[config.mk]
export PLATFORM = sky130hd
export DESIGN_NAME = lcd_scan_timing
export DESIGN_NICKNAME = d
export VERILOG_FILES = /design/src/rtl/scan_pkg.sv /design/src/rtl/lcd_scan_ctrl.sv /design/src/rtl/lcd_scan_datapath.sv /design/src/rtl/lcd_scan_timing.sv
export SDC_FILE = /design/constraint.sdc
export NUM_CORES = 1
export LEC_CHECK = 0
export ABC_AREA = 1
export ABC_CLOCK_PERIOD_IN_PS = 6100
export CAP_MARGIN = 20
export CORE_ASPECT_RATIO = 2
export CORE_MARGIN = 2
export CORE_UTILIZATION = 40
export DETAILED_ROUTE_END_ITERATION = 8
export GPL_ROUTABILITY_DRIVEN = 1
export GPL_TIMING_DRIVEN = 0
export PLACE_DENSITY = 0.83
export SLEW_MARGIN = 25
export SYNTH_ARGS = -nofsm -noshare
export SYNTH_HDL_FRONTEND = slang
export SYNTH_SLANG_ARGS = --single-unit
[constraint.sdc]
create_clock -name clk -period 6.1 [get_ports clk]
set_input_delay 1.22 -clock clk [delete_from_list [all_inputs] [get_ports clk]]
set_output_delay 1.22 -clock clk [all_outputs]
set_load 0.1 [all_outputs]
[src/rtl/scan_pkg.sv]
package scan_pkg;
  localparam int IDX_W = 6;

  typedef struct packed {
    logic             step;
    logic             wrap;
    logic             iconNext;
    logic [IDX_W-1:0] nextIdx;
    logic [IDX_W-1:0] lastScan;
    logic             latch;
  } scanStrobes_t;
endpackage

[src/rtl/lcd_scan_ctrl.sv]
module lcd_scan_ctrl
  import scan_pkg::*;
#(
  parameter int DIV_LONG    = 3,
  parameter int DIV_SHORT   = 5,
  parameter int LINES_LONG  = 55,
  parameter int LINES_SHORT = 34
) (
  input  logic         clk,
  input  logic         rstN,
  input  logic         oscEn,
  input  logic         dutyShort,
  input  logic         dispOn,
  input  logic         allOn,
  input  logic         staticInd,
  output scanStrobes_t strobes,
  output logic         lineClk,
  output logic         acPhase,
  output logic         powerSave,
  output logic         oscRun
);
  localparam int MAX_DIV = (DIV_LONG > DIV_SHORT) ? DIV_LONG : DIV_SHORT;
  localparam int DIV_W   = $clog2(MAX_DIV + 1);

  logic [DIV_W-1:0] divCnt, divLimit;
  logic [IDX_W-1:0] lineIdx, lineLast, nextIdx;
  logic             tick, step, frameEnd;

  always_comb begin
    divLimit = dutyShort ? DIV_W'(DIV_SHORT - 1) : DIV_W'(DIV_LONG - 1);
    lineLast = dutyShort ? IDX_W'(LINES_SHORT - 1) : IDX_W'(LINES_LONG - 1);
    oscRun   = !(powerSave && !staticInd);
    tick     = oscEn && oscRun;
    step     = tick && (divCnt >= divLimit);
    frameEnd = (lineIdx >= lineLast);
    nextIdx  = frameEnd ? '0 : lineIdx + 1'b1;
    strobes.step     = step;
    strobes.wrap     = step && frameEnd;
    strobes.iconNext = (nextIdx == lineLast);
    strobes.nextIdx  = nextIdx;
    strobes.lastScan = lineLast - 1'b1;
    strobes.latch    = lineClk;
  end

  always_ff @(posedge clk) begin
    if (!rstN) begin
      divCnt    <= '0;
      lineIdx   <= '0;
      lineClk   <= 1'b0;
      acPhase   <= 1'b0;
      powerSave <= 1'b0;
    end else begin
      lineClk <= step;
      if (step)      divCnt <= '0;
      else if (tick) divCnt <= divCnt + 1'b1;
      if (step) begin
        lineIdx <= nextIdx;
        if (frameEnd) acPhase <= !acPhase;
      end
      if (!dispOn && allOn)      powerSave <= 1'b1;
      else if (dispOn && !allOn) powerSave <= 1'b0;
    end
  end
endmodule

[src/rtl/lcd_scan_datapath.sv]
module lcd_scan_datapath
  import scan_pkg::*;
#(
  parameter int SEG_COUNT  = 100,
  parameter int LINES_LONG = 55,
  parameter int ROW_W      = IDX_W + 1
) (
  input  logic                 clk,
  input  logic                 rstN,
  input  scanStrobes_t         strobes,
  input  logic [IDX_W-1:0]     startLine,
  input  logic                 comReverse,
  input  logic                 dispOn,
  input  logic                 allOn,
  input  logic                 invert,
  input  logic                 powerSave,
  input  logic [SEG_COUNT-1:0] ramData,
  output logic [ROW_W-1:0]     rowAddr,
  output logic [IDX_W-1:0]     comIndex,
  output logic                 comEnable,
  output logic [SEG_COUNT-1:0] segOut
);
  localparam logic [ROW_W-1:0] ICON_ROW = ROW_W'(1 << IDX_W);
  localparam logic [IDX_W-1:0] COM_ICON = IDX_W'(LINES_LONG - 1);

  logic [IDX_W-1:0]     scanCnt;
  logic                 iconLine;
  logic [SEG_COUNT-1:0] segHeld, segNext;
  logic                 live;

  always_comb begin
    if (allOn)       segNext = '1;
    else if (invert) segNext = ~ramData;
    else             segNext = ramData;
    live      = dispOn && !powerSave;
    comEnable = live;
    segOut    = live ? segHeld : '0;
    rowAddr   = iconLine ? ICON_ROW : {1'b0, scanCnt};
  end

  always_ff @(posedge clk) begin
    if (!rstN) begin
      scanCnt  <= '0;
      iconLine <= 1'b0;
      comIndex <= '0;
      segHeld  <= '0;
    end else begin
      if (strobes.step) begin
        scanCnt  <= strobes.wrap ? startLine : scanCnt + 1'b1;
        iconLine <= strobes.iconNext;
        if (strobes.iconNext)
          comIndex <= COM_ICON;
        else
          comIndex <= comReverse ? strobes.lastScan - strobes.nextIdx : strobes.nextIdx;
      end
      if (strobes.latch) segHeld <= segNext;
    end
  end
endmodule

[src/rtl/lcd_scan_timing.sv]
module lcd_scan_timing
  import scan_pkg::*;
#(
  parameter int SEG_COUNT   = 100,
  parameter int DIV_LONG    = 3,
  parameter int DIV_SHORT   = 5,
  parameter int LINES_LONG  = 55,
  parameter int LINES_SHORT = 34
) (
  input  logic                 clk,
  input  logic                 rstN,
  input  logic                 oscEn,
  input  logic                 dutyShort,
  input  logic [5:0]           startLine,
  input  logic                 comReverse,
  input  logic                 dispOn,
  input  logic                 allOn,
  input  logic                 invert,
  input  logic                 staticInd,
  input  logic [SEG_COUNT-1:0] ramData,
  output logic                 lineClk,
  output logic                 acPhase,
  output logic [6:0]           rowAddr,
  output logic [5:0]           comIndex,
  output logic                 comEnable,
  output logic [SEG_COUNT-1:0] segOut,
  output logic                 powerSave,
  output logic                 oscRun
);
  scanStrobes_t strobes;

  lcd_scan_ctrl #(
    .DIV_LONG(DIV_LONG), .DIV_SHORT(DIV_SHORT),
    .LINES_LONG(LINES_LONG), .LINES_SHORT(LINES_SHORT)
  ) ctrl (
    .clk(clk), .rstN(rstN), .oscEn(oscEn), .dutyShort(dutyShort),
    .dispOn(dispOn), .allOn(allOn), .staticInd(staticInd),
    .strobes(strobes), .lineClk(lineClk), .acPhase(acPhase),
    .powerSave(powerSave), .oscRun(oscRun)
  );

  lcd_scan_datapath #(
    .SEG_COUNT(SEG_COUNT), .LINES_LONG(LINES_LONG), .ROW_W(7)
  ) dp (
    .clk(clk), .rstN(rstN), .strobes(strobes), .startLine(startLine),
    .comReverse(comReverse), .dispOn(dispOn), .allOn(allOn), .invert(invert),
    .powerSave(powerSave), .ramData(ramData), .rowAddr(rowAddr),
    .comIndex(comIndex), .comEnable(comEnable), .segOut(segOut)
  );
endmodule

==> summary.md, run 1 <==
The number of different library cells used by synthesis comes to 35. For this configuration, the core starts out at a cell density of 40.5%. Global routing used 22.9% of the available tracks across all layers. The ratio of cells with drive above 1 in the final layout works out to 6.12%. The layout overhead on the synthesized area was 46.5%; the total negative slack was 0 ns. Of the post-synthesis cell area, the dominant cell type holds 36.1%. Once the clock tree was built, the setup fixing pass inserted 0 buffers. The worst hold path belongs to the class reg2reg. The run finished with clean final reports. For the pin with the worst max-slew slack, the measured transition is 1.05 ns. In this run, the number of DRC markers left after iteration 0 of detailed routing was 280. In the final design database the tool counted 1375 nets.

The tools report the via count of the first global-routing pass as 7302. The kind of capture point of the worst setup path was an output pin. The run gives 0 as the number of antenna violations at the first check in global routing. The floorplan has 68 rows.

The most area-hungry cell type in the Yosys netlist was sky130_fd_sc_hd__dfxtp_1. The tools report the number of vias after detailed routing as 7360. The final standard cell count with taps included and fillers excluded came out at 1468.

The run gives 0 as the number of routed nets with antenna violations. The worst setup path is launched from an input port. The static power due to leakage came out at 4.62 nW. The longest clock path from root to sink contains 2 buffers. 233 I/O pins were placed. The run gives 34800 µm as the first-pass GRT wire length. The tools report the termination of the worst setup path as segOut[33].

The die is 190 µm tall. In the routed design, unresolved DRC markers number 0. The number of hold violations in the final report is 0. The floorplan step set the die width to 97.1 µm.

Count of warnings emitted by yosys: 0. The power per standard cell area is 252 nW/µm², and the average cell area after synthesis is 6.97 µm². The number of search-and-repair iterations in the first detailed-routing pass was 5; the max capacitance violation total was 0. For this run, the share of the core covered by cells in the final layout is 59.4%. Of the synthesized area, sequential elements account for 36.1%. The final count of pins violating max slew was 0; the length in cells of the worst reg-to-reg path was 19.

The post-cts sizing count was 0; the cts-stage hold buffer count was 0. The most common library cell in the layout ignoring fill and taps is sky130_fd_sc_hd__inv_1. The run gives 3.38 ns as the flop-to-flop setup slack. Fill cells in the final layout number 1507. The tools report the clock network latency to the later pin of the worst-skew pair as 0.41 ns.

Clock transition at the register clock pins on the worst setup and hold paths after CTS: 0.05 ns. The wire length after detailed routing was 21600 µm. The tools report the area inside the core boundary as 17100 µm². The tools report the maximum level of the CTS H-tree as 4. The per-cell routed wire length was 14.7 µm; the largest net degree at the start of global routing was 17.

The start-to-end type of the worst setup path is in2out. Based on the critical path, the design can be clocked at up to 0.198 GHz. Cell at the root of the clock tree: sky130_fd_sc_hd__clkbuf_16.

STA puts the critical path data required time at 4.88 ns. IR analysis of the VDD net gives a maximum drop of 0.213 mV. The number of placed instances, taps included, is 1436.

The floorplan step defined a die boundary enclosing 18500 µm². The part of the cycle the worst path needs is 82.8%, and the post-synth design cell area is 6930 µm². The endpoint of the lowest-slack register-to-register path is dp.comIndex[5]. Across all hold checks on the routed design, the worst slack comes to 0.461 ns. The highest fanout seen on the critical path came out at 10.

The worst pin sits at a relative slew slack of 29.9%. At the end of routability-driven placement, the weighted congestion stood at 0.934. Summed over all nets, the half-perimeter wirelength after detailed placement is 16400 µm. Launching instance or port of the critical path: dispOn.

The total of endpoints with negative setup slack in the final report was 0. Using the TritonRoute via totals, the vias-per-cell ratio works out to 5.01. The startpoint identified for the worst register-to-register timing path is ctrl.lineIdx[0]. TritonCTS built the clock tree.

The cell count after synthesis is 995, and the minimum period implied by the final worst setup slack is 5.05 ns. The data arrival time of the worst path was 3.83 ns; the count of buffers inserted at the top-level ports was 231. Ranked by total cell area, the synthesized netlist is headed by sky130_fd_sc_hd__dfxtp_1 36%, sky130_fd_sc_hd__inv_1 13%, sky130_fd_sc_hd__a211o_1 13%, sky130_fd_sc_hd__a21oi_1 7.8%, sky130_fd_sc_hd__o21ai_0 7.4%. The logs give 125 for the CTS sink count and 0.00806 ns for the worst setup skew after layout. The total power is 2.56 mW, and the post-synthesis register bit count is 125. The top cell types in the final layout, fill and taps aside, are 233 x sky130_fd_sc_hd__inv_1, 231 x sky130_fd_sc_hd__clkdlybuf4s50_1, 125 x sky130_fd_sc_hd__dfxtp_1. The tools report the total inserted antenna cells as 0. The number of nets handed over by synthesis was 1125. Summed over all layers, the global routing overflow is 0. Setup repair after global routing left no endpoint under its margin. In this run, CTS created clock tree buffers numbering 17.
-- critical path, cell delays in order --
cell                              delay [ns]
sky130_fd_sc_hd__clkdlybuf4s50_1        0.45
sky130_fd_sc_hd__inv_1                  0.05
sky130_fd_sc_hd__nor2_1                 0.16
sky130_fd_sc_hd__inv_2                  0.18
sky130_fd_sc_hd__clkbuf_1               0.30
sky130_fd_sc_hd__nor2_1                 0.28
sky130_fd_sc_hd__clkdlybuf4s50_1        1.19
-- worst min path at each step --
stage	start	to	cells after the start
2_1_floorplan	dp.segHeld[99]	dp.segHeld[99]	2
3_3_place_gp	dp.comIndex[4]	dp.comIndex[4]	2
3_5_place_dp	dp.comIndex[3]	dp.comIndex[3]	2
4_1_cts	dp.comIndex[4]	dp.comIndex[4]	2
5_1_grt	dp.comIndex[3]	dp.comIndex[3]	2
6_report	dp.comIndex[4]	dp.comIndex[4]	2
-- metrics by stage --
stage	worst slack [ns]	area (µm²)
2_1_floorplan	0.549	6930
3_3_place_gp	0.997	9510
3_5_place_dp	1.02	9510
4_1_cts	0.997	10200
5_1_grt	0.900	10200
6_report	1.05	10200
-- power breakdown --
group          switching [mW]  total, mW  internal (mW)
combinational           0.382      0.569          0.188
clock                   0.384       1.11          0.727
sequential             0.0152      0.878          0.863
total                   0.781       2.56           1.78
-- cell usage after synthesis --
cell	instances
sky130_fd_sc_hd__nand2_4	1
sky130_fd_sc_hd__ha_1	14
sky130_fd_sc_hd__o21ai_2	2
sky130_fd_sc_hd__dfxtp_1	125
sky130_fd_sc_hd__o22ai_1	7
sky130_fd_sc_hd__a211o_1	99
sky130_fd_sc_hd__xnor2_1	1
sky130_fd_sc_hd__nor2_2	3
sky130_fd_sc_hd__nand2_2	6
sky130_fd_sc_hd__nand3_1	16
sky130_fd_sc_hd__inv_2	7
sky130_fd_sc_hd__and2_0	1
sky130_fd_sc_hd__clkbuf_2	1
sky130_fd_sc_hd__fa_1	1
sky130_fd_sc_hd__buf_4	12
sky130_fd_sc_hd__nor2_4	1
sky130_fd_sc_hd__clkbuf_1	46
sky130_fd_sc_hd__nand3_2	1
sky130_fd_sc_hd__nand4_1	1
sky130_fd_sc_hd__buf_1	1
sky130_fd_sc_hd__nor2_8	1
sky130_fd_sc_hd__buf_2	7
sky130_fd_sc_hd__o211ai_1	3
sky130_fd_sc_hd__o21ai_1	11
sky130_fd_sc_hd__nor2_1	118
sky130_fd_sc_hd__buf_6	1
sky130_fd_sc_hd__a31oi_2	1
sky130_fd_sc_hd__o21ai_0	102
sky130_fd_sc_hd__inv_1	233
sky130_fd_sc_hd__xor2_1	6
sky130_fd_sc_hd__a21oi_1	108
sky130_fd_sc_hd__a21oi_4	1
sky130_fd_sc_hd__a22oi_1	2
sky130_fd_sc_hd__or2_2	1
sky130_fd_sc_hd__nand2_1	54
-- routing by layer --
metal / vias up / track usage (%) / routed length, µm
met1: 3308 / 26.7 / 8880
li1: 3689 / - / -
met2: 330 / 39.8 / 10100
met4: 0 / 7.91 / 425
met5: - / 0 / 0
met3: 33 / 6.94 / 2190
-- cell type report --
type	count	area, µm²	share of cell area (%)
clock buffers	18	429	4.23
well taps	210	263	2.59
flip-flops and latches	125	2500	24.6
multi-input cells	562	3210	31.6
clock inverters	14	219	2.16
plain buffers	68	318	3.13
repair buffers	231	2310	22.8
inverters	240	901	8.87
-- flip-flops by register name, indices dropped and copies added, names as in the netlist --
| name | flops |
|---|---|
| ctrl.acPhase | 1 |
| ctrl.divCnt | 3 |
| ctrl.lineClk | 1 |
| ctrl.lineIdx | 6 |
| ctrl.powerSave | 1 |
| dp.comIndex | 6 |
| dp.iconLine | 1 |
| dp.scanCnt | 6 |
| dp.segHeld | 100 |
-- kinds of logic (layout without fill, tap and decap cells) --
group	count (synthesis)	after routing	share of synthesized area [%]
AOI/OAI and AO/OA	336	336	30.3
adders and majority gates	15	15	2.82
and+or+nand+nor	204	204	12.3
DFF	125	125	36.1
xor gates and xnor gates	7	7	0.884
buffers and inverters	308	571	17.6
Power figures use the tool's default switching activity.
==> run 2, diff against run 1 <==
--- a/config.mk
+++ b/config.mk
@@ -6,7 +6,7 @@
 export NUM_CORES = 1
 export LEC_CHECK = 0
 export ABC_AREA = 1
-export ABC_CLOCK_PERIOD_IN_PS = 6100
+export ABC_CLOCK_PERIOD_IN_PS = 4100
 export CAP_MARGIN = 20
 export CORE_ASPECT_RATIO = 2
 export CORE_MARGIN = 2
@@ -14,7 +14,7 @@
 export DETAILED_ROUTE_END_ITERATION = 8
 export GPL_ROUTABILITY_DRIVEN = 1
 export GPL_TIMING_DRIVEN = 0
-export PLACE_DENSITY = 0.83
+export PLACE_DENSITY = 0.85
 export SLEW_MARGIN = 25
 export SYNTH_ARGS = -nofsm -noshare
 export SYNTH_HDL_FRONTEND = slang
==> constraint.sdc (replaced) <==
create_clock -name clk -period 4.1 [get_ports clk]
set_input_delay 0.82 -clock clk [delete_from_list [all_inputs] [get_ports clk]]
set_output_delay 0.82 -clock clk [all_outputs]
set_load 0.1 [all_outputs]
==> summary.md, run 2 (synthesis gave the netlist of run 1 again) <==
The startpoint identified for the worst register-to-register timing path is ctrl.lineIdx[0]. Along the worst path, the maximum fanout reaches 10. The logs give 0 for the total inserted antenna cells and 8 for the number of search-and-repair iterations in the first detailed-routing pass. The register with the most flip-flops in the layout has 100 of them. After detailed routing, the number of remaining DRC violations is 0. The flow ran to the end, and the final reports show no timing, DRC or antenna violations. The length in cells of the worst reg-to-reg path was 19. The run gives 0.925 as the routability congestion estimate from global placement. In this run the top signal layer used is met4. The final count of pins violating max slew was 0; the number of routed nets with antenna violations was 0. The tools report the first-pass GRT wire length as 35900 µm.

Setup repair after global routing left no endpoint under its margin. The clock network latency to the later pin of the worst-skew pair is 0.40 ns, and the HPWL reported at the end of detailed placement is 16700 µm. The delay of the slowest cell on the worst path works out to 1.14 ns.

Kind of capture point of the worst setup path: an output pin. The run gives 0 as the number of antenna violations at the first check in global routing. Finished layout cell area: 10300 µm². In this run the tightest slew margin relative to its limit is 30.1%. Walking the worst path, the cells encountered are clkdlybuf4s50_1, inv_1, nor2_2, inv_2, clkbuf_1, nor2_1, clkdlybuf4s50_1. The worst-path cell with the longest stage delay is sky130_fd_sc_hd__clkdlybuf4s50_1. In this run the vertical extent of the chip is 190 µm.

Critical path startpoint category: an input port. Max-cap violations in this run came to 0. The clock transition at the register clock pins on the worst setup and hold paths after CTS works out to 0.05 ns.

Across every metal layer, demand over resource in global routing totals 23.8%. In this run the critical register-to-register path is captured at dp.comIndex[5]. For this run, the post-layout net count is 1375. In the detailed route, the total length drawn on met3 is 2150 µm. The critical path is of the in2out type.

The flop-to-flop setup slack was 1.42 ns; the area of the die was 18500 µm². The tools report the via count of the first global-routing pass as 7238. The class of the tightest hold or removal check was reg2reg. From synthesis to final layout, the design area changed by 48.4%.

Summed over all layers, the routed wires come to 22300 µm. For the TritonCTS buffer count, the log shows 17. TritonCTS built the clock tree.

Worst hold endpoint: dp.comIndex[0]. At the worst endpoint, the required time is 3.28 ns. The H-tree generated during clock tree synthesis spans 4 levels. The largest net degree at the start of global routing was 17.

The met1 wire length was 9150 µm; the die outline width was 97.1 µm. Setup violations remaining at the end of the flow were counted as 0. Summing over every cut layer, the via total after detailed routing is 7392.

The logs give 9510 µm² for the cell area after placement and 3.15 ns for the data arrival time of the worst path. Ranked by flip-flop count, first place goes to dp.segHeld. The tools report the total overflow reported by the global router as 0. IR analysis of the VDD net gives a maximum drop of 0.314 mV. The power per standard cell area was 349 nW/µm².

Summed over all nets, wire length on met2 after detailed routing comes to 10700 µm. Per-cell routed wire length: 15.2 µm. At the pin with the least slew margin, the transition time is 1.05 ns. Static timing analysis puts the maximum clock frequency at 0.252 GHz.

The part of the cycle the worst path needs was 96.9%. CTS placed an instance of sky130_fd_sc_hd__clkbuf_16 at the clock tree root. The logs give 0 for the number of hold violations in the final report and 60.2% for the final core utilization.

Of the cells placed in the final design, the portion with a size suffix greater than 1 is 5.89%. The run gives 6.28 nW as the static power due to leakage. The launch point of the worst hold path is dp.comIndex[0]. Counting stages on the worst path, the most repeated cell is sky130_fd_sc_hd__clkdlybuf4s50_1. The core region is 17100 µm². The initialized floorplan defines 68 standard-cell rows.

The worst hold path was traced through 2 stages. The starting density of the core was 40.5%. The post-CTS setup buffer count is 0, and the number of fill cells is 1472. The most common library cell in the layout ignoring fill and taps was sky130_fd_sc_hd__inv_1.

The library cells used most frequently in the layout, excluding fill and tap cells, are 233 x sky130_fd_sc_hd__inv_1, 132 x sky130_fd_sc_hd__clkdlybuf4s50_1, 125 x sky130_fd_sc_hd__dfxtp_1. For the worst setup skew after layout, the log shows 0.00691 ns. The post-detailed-route via-to-cell ratio was 5.04.

During placement, the flow inserted port buffers numbering 231. The clock net in this run drives a total of 125 sinks. During I/O placement, the number of pins put on the boundary was 233. Counting I/O delays and the setup requirement, the final critical path takes 3.97 ns. The tools report the maximum root-to-sink buffer count as 2. For the post-cts sizing count, the log shows 7. For the count of routing violations after the opening detailed-route iteration, the log shows 336. Cts-stage hold buffer count: 0.
-- run 2: cell count changes in the layout (fill, tap and decap cells not counted), moves of 2 or more --
cell,delta
sky130_fd_sc_hd__bufinv_16,-3
sky130_fd_sc_hd__clkinv_2,+3
sky130_fd_sc_hd__clkdlybuf4s50_1,-99
sky130_fd_sc_hd__clkinv_4,-5
sky130_fd_sc_hd__dlymetal6s2s_1,+92
sky130_fd_sc_hd__clkbuf_8,+2
sky130_fd_sc_hd__dlygate4sd2_1,+7
sky130_fd_sc_hd__clkbuf_1,+2
-- run 2: routing by layer --
metal	global-route usage (%)	vias up
met5	0	-
met4	7.58	0
met3	7.49	21
met2	40.6	327
met1	28.3	3356
li1	-	3688
-- run 2: how the worst max path moves through the flow --
| stage | start | to | cells after the start |
|---|---|---|---|
| floorplan | dispOn | segOut[0] | 5 |
| global placement | dispOn | segOut[6] | 7 |
| detailed placement | dispOn | segOut[6] | 7 |
| CTS | dispOn | segOut[2] | 7 |
| global route | dispOn | segOut[52] | 7 |
| finish | dispOn | segOut[52] | 7 |
-- run 2: power breakdown --
group | switching (mW) | internal (mW)
Sequential | 0.0235 | 1.28
Combinational | 0.570 | 0.276
Clock | 0.518 | 0.914
-- run 2: metrics by stage --
stage	setup slack (ns)	instances	setup TNS, ns	total power, mW	hold slack (ns)
floorplan	-0.0981	995	-9.81	1.89	0.449
global placement	-0.0132	1436	-0.0249	2.16	0.451
detailed placement	-0.0194	1436	-0.0478	2.18	0.456
CTS	0.00197	1466	0	3.62	0.466
global route	0.0122	1466	0	3.72	0.495
finish	0.126	1466	0	3.59	0.467
-- run 2: area by class of cell --
class | instances | area (µm²) | area share (%)
flip-flops and latches | 125 | 2500 | 24.3
clock inverters | 8 | 92.6 | 0.900
plain buffers | 68 | 318 | 3.09
clock buffers | 22 | 464 | 4.51
inverters | 240 | 901 | 8.76
multi-input cells | 562 | 3210 | 31.2
repair buffers | 231 | 2530 | 24.6
well taps | 210 | 263 | 2.55
-- run 2: worst max-delay path: cells and delay by family --
family                 cells  cell delay, ns
and+or+nand+nor            2            0.26
buffers and inverters      5            2.06
==> run 3, diff against run 2 <==
--- a/config.mk
+++ b/config.mk
@@ -14,6 +14,7 @@
 export DETAILED_ROUTE_END_ITERATION = 8
 export GPL_ROUTABILITY_DRIVEN = 1
 export GPL_TIMING_DRIVEN = 0
+export MAX_ROUTING_LAYER = met4
 export PLACE_DENSITY = 0.85
 export SLEW_MARGIN = 25
 export SYNTH_ARGS = -nofsm -noshare
==> summary.md, run 3 (synthesis gave the netlist of run 1 again) <==
The flow ran to the end, and the final reports show no timing, DRC or antenna violations. The total negative slack came out at 0 ns. In this run the register-to-register setup slack is 1.36 ns. Dividing the final minimum period by the clock period gives 97.7%. The first global-routing pass estimated 35200 µm of wire. Worst slew margin relative to its limit: 32.2%. Detailed placement ended at an HPWL of 16400 µm. Final count of pins violating max slew: 0. For the maximum root-to-sink buffer count, the log shows 2. The count of buffers inserted at the top-level ports was 231; the power per standard cell area was 351 nW/µm². Max-cap violations in this run came to 0. The library cells used most frequently in the layout, excluding fill and tap cells, are 233 x sky130_fd_sc_hd__inv_1, 137 x sky130_fd_sc_hd__clkdlybuf4s50_1, 125 x sky130_fd_sc_hd__dfxtp_1. The transition at the pin with the smallest max-transition slack came out at 1.01 ns. The most numerous cell type found on the critical path is sky130_fd_sc_hd__clkdlybuf4s50_1. Relative to the synthesized area, the layout overhead comes to 47.6%. In this run the worst path has a maximum fanout of 10. In the global route stage, overall resource usage came out at 24.2%. For the total inserted antenna cells, the log shows 0. TritonCTS built the clock tree.

At the end of routability-driven placement, the weighted congestion stood at 0.950. The run gives 0 as the total of endpoints with negative setup slack in the final report. Summed over all cells, the static leakage comes to 6.02 nW. The largest single stage delay on the critical path is 1.14 ns.

The initial utilization of the core area, before any placement, comes to 40.5%. Of the cells placed in the final design, the portion with a size suffix greater than 1 is 6.05%. At the end of the flow the core is filled with cells to 59.8%.

After clock tree synthesis, the clock-pin slew on the worst setup and hold paths is 0.06 ns. After detailed placement, the total cell area comes to 9510 µm². During I/O placement, the number of pins put on the boundary was 233. Clock latency on the worst-skew pair, taken at its later pin, is 0.42 ns.

The minimum period implied by the final worst setup slack came out at 4.01 ns. The routed design has 22300 µm of wire. dp.segHeld holds more flip-flops than any other register.

Data arrives at the worst endpoint at 3.19 ns. The count of cells along the worst hold path works out to 2. The register with the most flip-flops in the layout has 100 of them.

The detailed router finished its first iteration with 291 violations. The cell at the root of the clock tree is sky130_fd_sc_hd__clkbuf_16. In the final layout, flip-flops and latches occupy 2500 µm². The worst hold path begins at dp.comIndex[4]. After clock tree synthesis, the setup repair step added 0 buffers. The endpoint of the lowest-slack register-to-register path is dp.comIndex[5].

The run gives 68 as the number of placement rows. The worst setup path is launched from an input port. Walking the worst path, the cells encountered are clkdlybuf4s50_1, inv_1, nor2_2, inv_2, clkbuf_1, nor2_1, clkdlybuf4s50_1.

Static timing analysis puts the maximum clock frequency at 0.250 GHz. The logs give 1540 for the number of fill cells and 7301 for the via count of the first global-routing pass. The total overflow left after global routing is 0.

The number of hold violations in the final report is 0. The length in cells of the worst reg-to-reg path was 19. The logs give 0.0945 ns for the worst path setup slack after routing and 17 for the largest net degree at the start of global routing. By startpoint and endpoint, the worst setup path is classified as in2out. After detailed routing, the average wire length per cell comes to 15.2 µm. For the maximum level of the CTS H-tree, the log shows 4.

Layout net count: 1375. The worst setup path is captured at an output pin. Data on the critical path is required at its endpoint by 3.28 ns.

The die outline width works out to 97.1 µm. Before CTS, the worst setup slack after placement is -0.0425 ns. The number of search-and-repair iterations in the first detailed-routing pass is 5. The vertical extent of the die is 190 µm, and the area occupied by multi-input gates is 3210 µm². The post-route DRC violation count was 0; the number of antenna violations at the first check in global routing was 0.

The count of nets left with antenna violations once routing finished came out at 0. The worst flop-to-flop path startpoint was ctrl.lineIdx[0]. The highest ir drop seen on vdd is 0.319 mV, and the area of the die is 18500 µm². Using the TritonRoute via totals, the vias-per-cell ratio works out to 5.07. The TritonCTS buffer count was 17. The run gives 17100 µm² as the area inside the core boundary. The slowest stage of the critical path is the sky130_fd_sc_hd__clkdlybuf4s50_1 cell. The worst setup skew after layout is 0.00931 ns, and the CTS sink count is 125. The tools report the worst hold endpoint as dp.comIndex[4]. Most common library cell in the layout ignoring fill and taps: sky130_fd_sc_hd__inv_1. The routed layout has 7438 vias. The number of hold buffers added after CTS was 0. With fillers left out, the area of the finished cells amounts to 10200 µm². The worst hold path belongs to the class reg2reg.
[run 3: cell count changes in the layout (fill, tap and decap cells not counted), sizes merged]
cell | before | now
clkbuf | 69 | 66
clkdlybuf4s50 | 132 | 137
clkinv | 5 | 6
clkinvlp | 1 | 4
dlygate4sd2 | 7 | 19
dlymetal6s2s | 92 | 75
[run 3: how the worst max path moves through the flow]
stage / start / endpoint / slack (ns) / cells past startpoint
2_1_floorplan: dispOn / segOut[0] / -0.1 / 5
3_3_place_gp: dispOn / segOut[6] / -0.03 / 7
3_5_place_dp: dispOn / segOut[6] / -0.04 / 7
4_1_cts: dispOn / segOut[13] / 0.005 / 7
5_1_grt: dispOn / segOut[46] / -0.002 / 7
6_report: dispOn / segOut[91] / 0.09 / 7
[run 3: what timing repair did]
action                                  CTS  global route
resized for setup                        19            75
cloned                                    0             0
endpoints found under the setup margin   19            75
[run 3: layout make-up]
type / count / share of cell area, %
multi-input combinational: 562 / 31.4
clock buffer: 19 / 4.23
sequential: 125 / 24.5
timing repair buffer: 231 / 24.2
buffer: 68 / 3.11
tap: 210 / 2.57
inverter: 240 / 8.81
clock inverter: 12 / 1.21
[run 3: where the power goes]
| group | switching [mW] | total (mW) | leakage [nW] | internal [mW] |
|---|---|---|---|---|
| Combinational | 0.570 | 0.843 | 4.74 | 0.273 |
| Sequential | 0.0236 | 1.31 | 1.02 | 1.28 |
| Clock | 0.553 | 1.44 | 0.264 | 0.884 |
| Total | 1.15 | 3.59 | 6.02 | 2.44 |
[run 3: critical path, delay by kind of cell]
family                 cells  cell delay, ns
and+or+nand+nor            2            0.27
buffers and inverters      5            2.09
[run 3: per-layer routing]
layer	up-vias	global-route usage [%]	routed length [µm]
li1	3696	-	-
met2	358	38.5	10300
met4	0	10.9	662
met3	47	7.16	2100
met1	3337	28.2	9190
met5	-	-	0
[run 3: per-stage QoR]
stage | hold slack, ns | total power, mW | instances
final | 0.458 | 3.59 | 1467
after floorplan | 0.449 | 1.89 | 995
after global placement | 0.445 | 2.16 | 1436
after global routing | 0.486 | 3.74 | 1467
after detailed placement | 0.444 | 2.18 | 1436
after CTS | 0.455 | 3.62 | 1467
